### src/rtl/fse_pkg.sv
package fse_pkg;
  localparam int DIM_W = 16;

  localparam logic [11:0] OFF_ID      = 12'h000;
  localparam logic [11:0] OFF_VERSION = 12'h004;
  localparam logic [11:0] OFF_MODE    = 12'h008;
  localparam logic [11:0] OFF_DEBUG   = 12'h00C;
  localparam logic [11:0] OFF_BPS     = 12'h010;
  localparam logic [11:0] OFF_PAR     = 12'h014;
  localparam logic [11:0] OFF_MAXW    = 12'h018;
  localparam logic [11:0] OFF_MAXH    = 12'h01C;
  localparam logic [11:0] OFF_WIDTH   = 12'h120;
  localparam logic [11:0] OFF_HEIGHT  = 12'h124;
  localparam logic [11:0] OFF_STATUS  = 12'h140;

  localparam logic [31:0] ID_VALUE = 32'h0000_027C;

  // pending geometry handed from control to datapath
  typedef struct packed {
    logic [DIM_W-1:0] pendW;
    logic [DIM_W-1:0] pendH;
  } fse_cfg_t;

  // strobes from datapath back to control
  typedef struct packed {
    logic fieldOpen;
    logic fieldClose;
  } fse_evt_t;
endpackage

### src/rtl/fse_regs.sv
module fse_regs
  import fse_pkg::*;
#(
  parameter int          BPS     = 10,
  parameter int          MAX_W   = 1920,
  parameter int          MAX_H   = 1080,
  parameter logic [31:0] VERSION = 32'h0001_0000,
  parameter int          ADDR_W  = 9
) (
  input  logic              clk,
  input  logic              rst,
  input  logic [ADDR_W-1:0] regAddr,
  input  logic              regWe,
  input  logic [31:0]       regWdata,
  output logic [31:0]       regRdata,
  input  fse_evt_t          evt,
  output fse_cfg_t          cfg,
  output logic              fieldActive
);
  localparam int PIX_PAR = 1;

  logic [DIM_W-1:0] shadowW, shadowH;
  logic             activeQ;
  logic             unusedHi;

  assign unusedHi = ^regWdata[31:DIM_W];

  always_ff @(posedge clk) begin
    if (rst) begin
      shadowW <= DIM_W'(MAX_W);
      shadowH <= DIM_W'(MAX_H);
      activeQ <= 1'b0;
    end else begin
      if (regWe && regAddr == ADDR_W'(OFF_WIDTH))  shadowW <= regWdata[DIM_W-1:0];
      if (regWe && regAddr == ADDR_W'(OFF_HEIGHT)) shadowH <= regWdata[DIM_W-1:0];
      activeQ <= (activeQ | evt.fieldOpen) & ~evt.fieldClose;
    end
  end

  always_comb begin
    case (regAddr)
      ADDR_W'(OFF_ID):      regRdata = ID_VALUE;
      ADDR_W'(OFF_VERSION): regRdata = VERSION;
      ADDR_W'(OFF_MODE):    regRdata = 32'd1;
      ADDR_W'(OFF_DEBUG):   regRdata = 32'd0;
      ADDR_W'(OFF_BPS):     regRdata = 32'(BPS);
      ADDR_W'(OFF_PAR):     regRdata = 32'(PIX_PAR);
      ADDR_W'(OFF_MAXW):    regRdata = 32'(MAX_W);
      ADDR_W'(OFF_MAXH):    regRdata = 32'(MAX_H);
      ADDR_W'(OFF_WIDTH):   regRdata = 32'(shadowW);
      ADDR_W'(OFF_HEIGHT):  regRdata = 32'(shadowH);
      ADDR_W'(OFF_STATUS):  regRdata = {31'd0, activeQ};
      default:              regRdata = 32'd0;
    endcase
  end

  assign cfg.pendW   = shadowW;
  assign cfg.pendH   = shadowH;
  assign fieldActive = activeQ;
endmodule

### src/rtl/fse_path.sv
module fse_path
  import fse_pkg::*;
#(
  parameter int DATA_W = 30,
  parameter int MAX_W  = 1920,
  parameter int MAX_H  = 1080
) (
  input  logic              clk,
  input  logic              rst,
  input  fse_cfg_t          cfg,
  output fse_evt_t          evt,
  input  logic              inValid,
  output logic              inReady,
  input  logic [DATA_W-1:0] inData,
  input  logic              inSof,
  input  logic              inEol,
  output logic              outValid,
  input  logic              outReady,
  output logic [DATA_W-1:0] outData,
  output logic              outSof,
  output logic              outEol
);
  logic [DIM_W-1:0] actW, actH, colQ, rowQ;
  logic             atLineStartQ;
  logic             lineStart, keep, lastCol, lastRow, inBeat, outBeat;
  logic [DIM_W-1:0] effW, effH, curCol, curRow, colInc, rowInc;

  always_comb begin
    lineStart = inSof | atLineStartQ;
    effW      = lineStart ? cfg.pendW : actW;
    effH      = inSof ? cfg.pendH : actH;
    curCol    = lineStart ? '0 : colQ;
    curRow    = inSof ? '0 : rowQ;
    keep      = (curCol < effW) && (curRow < effH);
    lastCol   = ({1'b0, curCol} + 1'b1) == {1'b0, effW};
    lastRow   = ({1'b0, curRow} + 1'b1) == {1'b0, effH};
    colInc    = (&curCol) ? curCol : curCol + 1'b1;
    rowInc    = (&curRow) ? curRow : curRow + 1'b1;
  end

  assign outValid = inValid & keep;
  assign inReady  = keep ? outReady : 1'b1;
  assign outData  = inData;
  assign outSof   = inSof;
  assign outEol   = inEol | lastCol;
  assign inBeat   = inValid & inReady;
  assign outBeat  = outValid & outReady;

  assign evt.fieldOpen  = outBeat & inSof;
  assign evt.fieldClose = outBeat & outEol & lastRow;

  always_ff @(posedge clk) begin
    if (rst) begin
      actW         <= DIM_W'(MAX_W);
      actH         <= DIM_W'(MAX_H);
      colQ         <= '0;
      rowQ         <= '0;
      atLineStartQ <= 1'b1;
    end else if (inBeat) begin
      if (lineStart) actW <= effW;
      if (inSof)     actH <= effH;
      colQ         <= inEol ? '0 : colInc;
      rowQ         <= inEol ? rowInc : curRow;
      atLineStartQ <= inEol;
    end
  end
endmodule

### src/rtl/field_size_enforcer.sv
module field_size_enforcer
  import fse_pkg::*;
#(
  parameter int          BITS_PER_SYMBOL   = 10,
  parameter int          SYMBOLS_PER_PIXEL = 3,
  parameter int          MAX_WIDTH         = 1920,
  parameter int          MAX_HEIGHT        = 1080,
  parameter logic [31:0] VERSION_ID        = 32'h0001_0000,
  parameter int          REG_ADDR_W        = 9,
  localparam int         DATA_W            = BITS_PER_SYMBOL * SYMBOLS_PER_PIXEL
) (
  input  logic                  clk,
  input  logic                  rst,
  input  logic [REG_ADDR_W-1:0] regAddr,
  input  logic                  regWe,
  input  logic [31:0]           regWdata,
  output logic [31:0]           regRdata,
  input  logic                  inValid,
  output logic                  inReady,
  input  logic [DATA_W-1:0]     inData,
  input  logic                  inSof,
  input  logic                  inEol,
  output logic                  outValid,
  input  logic                  outReady,
  output logic [DATA_W-1:0]     outData,
  output logic                  outSof,
  output logic                  outEol
);
  fse_cfg_t cfg;
  fse_evt_t evt;
  logic     fieldActive;

  fse_regs #(
    .BPS(BITS_PER_SYMBOL), .MAX_W(MAX_WIDTH), .MAX_H(MAX_HEIGHT),
    .VERSION(VERSION_ID), .ADDR_W(REG_ADDR_W)
  ) i_regs (
    .clk(clk), .rst(rst), .regAddr(regAddr), .regWe(regWe),
    .regWdata(regWdata), .regRdata(regRdata), .evt(evt), .cfg(cfg),
    .fieldActive(fieldActive)
  );

  fse_path #(.DATA_W(DATA_W), .MAX_W(MAX_WIDTH), .MAX_H(MAX_HEIGHT)) i_path (
    .clk(clk), .rst(rst), .cfg(cfg), .evt(evt),
    .inValid(inValid), .inReady(inReady), .inData(inData), .inSof(inSof), .inEol(inEol),
    .outValid(outValid), .outReady(outReady), .outData(outData), .outSof(outSof), .outEol(outEol)
  );
endmodule

### config.mk
export PLATFORM = sky130hd
export DESIGN_NAME = field_size_enforcer
export DESIGN_NICKNAME = d
export VERILOG_FILES = /design/src/rtl/fse_pkg.sv /design/src/rtl/fse_regs.sv /design/src/rtl/fse_path.sv /design/src/rtl/field_size_enforcer.sv
export SDC_FILE = /design/constraint.sdc
export NUM_CORES = 1
export LEC_CHECK = 0
export ABC_AREA = 1
export CAP_MARGIN = 20
export CELL_PAD_IN_SITES_DETAIL_PLACEMENT = 0
export CELL_PAD_IN_SITES_GLOBAL_PLACEMENT = 1
export CORE_MARGIN = 1.5
export CORE_UTILIZATION = 40
export DETAILED_ROUTE_END_ITERATION = 10
export PLACE_DENSITY_LB_ADDON = 0.25
export SLEW_MARGIN = 20
export SYNTH_ARGS = -nofsm -noshare
export SYNTH_HDL_FRONTEND = slang
export SYNTH_SLANG_ARGS = --single-unit
### constraint.sdc
create_clock -name clk -period 8.79 [get_ports clk]
set_clock_uncertainty 0.15 [all_clocks]
set_input_delay 1.758 -clock clk [delete_from_list [all_inputs] [get_ports clk]]
set_output_delay 1.758 -clock clk [all_outputs]
set_load 0.02 [all_outputs]
==> summary.md <==
| Metric | Value |
|---|---|
| Result of the run | completed |
| CTS tree | built |
| Utilization of the core after routing | 44.0% |
| NumNets Final | 1,234 |
| Initial antenna violation count | 0 |
| Pins Over Slew Limit | 0 |
| Post-synthesis instance area | 0.00729 mm^2 |
| Achievable Freq | 0.135 GHz |
| Max-capacitance violation count | 0 |
| Leak | 3.54 nW |
| Pin count of the biggest net entering global routing | 73 |
| Total number of yosys warnings | 0 |
| DP HPWL | 15,300 um |
| Ant. Diodes | 0 |
| CTS sink cnt | 98 |
| Clock period minus worst slack | 7.40 ns |
| Initial Utilization | 40.7% |
| Register bit count reported by yosys | 98 |
| # IOs | 144 |
| Number of enable flip-flop cells after synthesis | 0 |
| Drt initial violations | 456 |
| Placement row count | 49 |
| Residual DRC count | 0 |
| Number of port buffers | 52 |
| Final worst slack | 1.39 ns |
| Total wire length after detailed routing | 20,900 um |
| RePlAce Congestion | 0.846 |
| Die Span X | 138 um |
| Portion of the post-synthesis area used by sequential elements | 26.9% |
| Final hold violation count | 0 |
| CP max FO | 33 |
| Primary flip-flop cell chosen by synthesis mapping | sky130_fd_sc_hd__dfxtp_1 |
| Root Driver | sky130_fd_sc_hd__clkbuf_16 |
| Number of distinct library cells after synthesis | 47 |
| Hold Slack | 0.303 ns |
| Post-detailed-route count of antenna-violating nets | 0 |
| Clock input transition at the sequential cells of the worst setup and hold paths | 0.07 ns |
| Kind of path behind the tightest hold check | reg -> reg |
| Launching element type of the critical path | input pin |
| Post-route cell area | 0.00787 mm^2 |
| Critical path endpoint category | output port |
| Total congestion overflow after global routing | 0 |
| Final worst path period share | 84.2% |
| Proportion of synthesized flip-flops having asynchronous set or reset | 0% |
| Setup TNS after final layout | 0 ns |
| Post-cts sizing count | 0 |
| Slew HR | 37.4% |
| Ratio of routed vias to standard cells | 5.12 |
| Htree depth | 3 |
| Height of the die | 138 um |
| Core footprint | 0.0179 mm^2 |
| Data arrival time of the critical path | 5.49 ns |
| Worst IR Drop VDD | 0.0888 mV |
| Post-synthesis average cell area | 6.42 um^2 |
| Maximum buffer depth of the clock tree | 2 |
| Total track usage | 22.1% |
| Setup repair after global routing missed its margin | no |
| P per Cell Area | 138 mW/mm^2 |
| Detailed-route via count | 6,960 |
| Share of cells above drive strength 1 | 5.48% |
| DIE AREA | 0.0191 mm^2 |
| Number of hold buffers added after cts | 0 |
| Worst-margin pin slew | 0.936 ns |
| Gate Count Post-Synth | 1,136 |
| Dpl cell area | 0.00756 mm^2 |
| Wire length of the first global-routing pass | 34,000 um |
| Worst setup path class | in -> out |
| Inserted Clock Buffers | 9 |
| Worst setup slack after placement | 1.40 ns |
| Worst-skew pair later-pin latency | 0.36 ns |
| First-pass iteration count of the detailed router | 5 |
| Vias in the first global route | 6,368 |
| Final setup violation count | 0 |
| Post-DR wirelength/cell | 15.3 um |
| Setup repair bufs after CTS | 0 |
| Area Growth Syn to Fin | 7.89% |
| Worst path required time | 6.88 ns |
==> through the flow <==
stage,cells,power [mW]
5_1_grt,1360,1.15
4_1_cts,1360,1.10
6_report,1360,1.09
3_3_place_gp,1344,0.674
3_5_place_dp,1344,0.676
2_1_floorplan,1150,0.651
==> per-layer routing <==
| metal | track usage, % | up-vias | wire [um] | part of all wire, % |
|---|---|---|---|---|
| met5 | 0 | - | 0 | 0 |
| met4 | 5.71 | 0 | 210 | 1.0 |
| met3 | 3.15 | 16 | 952 | 4.6 |
| met2 | 33.4 | 144 | 8770 | 42 |
| met1 | 32.8 | 3175 | 10900 | 52 |
| li1 | - | 3625 | - | - |
==> worst paths after layout <==
check,start,to,slack (ns),cells past startpoint
worst max-delay path,inSof,outValid,1.39,12
worst min-delay path,i_path.actH[3]$_SDFFE_PP1P_,i_path.actH[3]$_SDFFE_PP1P_,0.30,2
worst max register to register,i_path.atLineStartQ$_SDFFE_PP1P_,i_path.actW[10]$_SDFFE_PP1P_,4.87,19
worst min register to register,i_path.actH[3]$_SDFFE_PP1P_,i_path.actH[3]$_SDFFE_PP1P_,0.30,2
==> critical path: stages <==
cell and delay [ns]:
sky130_fd_sc_hd__clkdlybuf4s50_1 0.69, sky130_fd_sc_hd__inv_4 0.47, sky130_fd_sc_hd__nand2_4 0.24, sky130_fd_sc_hd__o21ai_0 0.58
sky130_fd_sc_hd__ha_1 0.35, sky130_fd_sc_hd__nand2_1 0.09, sky130_fd_sc_hd__nor2_1 0.05, sky130_fd_sc_hd__a211oi_1 0.17
sky130_fd_sc_hd__nand2_1 0.13, sky130_fd_sc_hd__nand2_1 0.17, sky130_fd_sc_hd__and3_1 0.17, sky130_fd_sc_hd__clkdlybuf4s50_1 0.60
==> area by class of cell <==
class,instances,area [um^2]
Fill cell,2002,10000
Multi-Input combinational cell,826,4250
Sequential cell,98,1960
Timing Repair Buffer,57,558
Inverter,134,509
Tap cell,229,287
Clock buffer,9,225
Clock inverter,7,81.3
==> state kept, by name, summed over array words and instances, names as in the netlist <==
name,count
i_regs.shadowH,16
i_path.atLineStartQ,1
i_path.colQ,16
i_path.rowQ,16
i_path.actW,16
i_regs.fieldActive,1
i_regs.shadowW,16
i_path.actH,16
==> cells in the final DEF (no fill, tap or decap), types with 2 or more instances in the layout <==
master,instances
sky130_fd_sc_hd__o2111ai_1,4
sky130_fd_sc_hd__inv_1,124
sky130_fd_sc_hd__o21bai_1,5
sky130_fd_sc_hd__nand2_2,3
sky130_fd_sc_hd__xnor3_1,6
sky130_fd_sc_hd__inv_2,6
sky130_fd_sc_hd__clkbuf_16,9
sky130_fd_sc_hd__nand3b_1,4
sky130_fd_sc_hd__nor4_1,3
sky130_fd_sc_hd__nand3_1,92
sky130_fd_sc_hd__inv_6,3
sky130_fd_sc_hd__o21ai_0,66
sky130_fd_sc_hd__nor2_1,154
sky130_fd_sc_hd__buf_4,5
sky130_fd_sc_hd__conb_1,15
sky130_fd_sc_hd__a211oi_2,6
sky130_fd_sc_hd__nand4_1,13
sky130_fd_sc_hd__xor2_1,6
sky130_fd_sc_hd__clkinv_2,2
sky130_fd_sc_hd__nor2_2,7
sky130_fd_sc_hd__o221ai_1,5
sky130_fd_sc_hd__inv_4,2
sky130_fd_sc_hd__ha_1,30
sky130_fd_sc_hd__nor2_4,4
sky130_fd_sc_hd__a211oi_1,8
sky130_fd_sc_hd__o21ai_1,26
sky130_fd_sc_hd__o22ai_1,6
sky130_fd_sc_hd__nand2_4,3
sky130_fd_sc_hd__nand3_2,6
sky130_fd_sc_hd__nor3_1,6
sky130_fd_sc_hd__and2_1,2
sky130_fd_sc_hd__nand2_1,261
sky130_fd_sc_hd__o211ai_1,7
sky130_fd_sc_hd__clkdlybuf4s50_1,52
sky130_fd_sc_hd__dfxtp_1,98
sky130_fd_sc_hd__a21oi_1,70
==> synthesized netlist by cell type, types with 2 or more instances <==
master	instances	area [um^2]
sky130_fd_sc_hd__nand2_1	261	980
sky130_fd_sc_hd__nor2_1	154	578
sky130_fd_sc_hd__inv_1	124	465
sky130_fd_sc_hd__dfxtp_1	98	1960
sky130_fd_sc_hd__nand3_1	92	460
sky130_fd_sc_hd__a21oi_1	70	350
sky130_fd_sc_hd__o21ai_0	66	330
sky130_fd_sc_hd__buf_4	53	398
sky130_fd_sc_hd__ha_1	30	375
sky130_fd_sc_hd__o21ai_1	26	130
sky130_fd_sc_hd__clkbuf_1	18	67.6
sky130_fd_sc_hd__nand4_1	13	81.3
sky130_fd_sc_hd__buf_2	10	50.1
sky130_fd_sc_hd__a211oi_1	8	60.1
sky130_fd_sc_hd__buf_6	8	90.1
sky130_fd_sc_hd__nor2_2	7	43.8
sky130_fd_sc_hd__o211ai_1	7	52.6
sky130_fd_sc_hd__a211oi_2	6	75.1
sky130_fd_sc_hd__nand3_2	6	60.1
sky130_fd_sc_hd__nor3_1	6	30.0
sky130_fd_sc_hd__o22ai_1	6	37.5
sky130_fd_sc_hd__xnor3_1	6	135
sky130_fd_sc_hd__xor2_1	6	52.6
sky130_fd_sc_hd__inv_2	5	18.8
sky130_fd_sc_hd__o21bai_1	5	37.5
sky130_fd_sc_hd__o221ai_1	5	43.8
sky130_fd_sc_hd__nand3b_1	4	30.0
sky130_fd_sc_hd__nor2_4	4	45.0
sky130_fd_sc_hd__o2111ai_1	4	35.0
sky130_fd_sc_hd__nand2_2	3	18.8
sky130_fd_sc_hd__nand2_4	3	33.8
sky130_fd_sc_hd__nor4_1	3	18.8
sky130_fd_sc_hd__and2_1	2	12.5
sky130_fd_sc_hd__buf_1	2	7.51
sky130_fd_sc_hd__clkinv_1	2	7.51
sky130_fd_sc_hd__inv_4	2	12.5
==> power by group <==
part           switching (mW)  internal (mW)  leakage [nW]
sequential             0.0152          0.466         0.800
clock                   0.197          0.226         0.153
combinational           0.121         0.0642          2.58
total                   0.333          0.756          3.54
==> kinds of logic after synthesis <==
family / share of synthesized area (%)
muxes: 0.137
other: 0.0514
AOI/OAI and AO/OA: 16.0
adders and majority gates: 5.15
buffers and inverters: 15.6
and+or+nand+nor: 33.6
xor gates and xnor gates: 2.57
DFF: 26.9
Power figures use the tool's default switching activity.
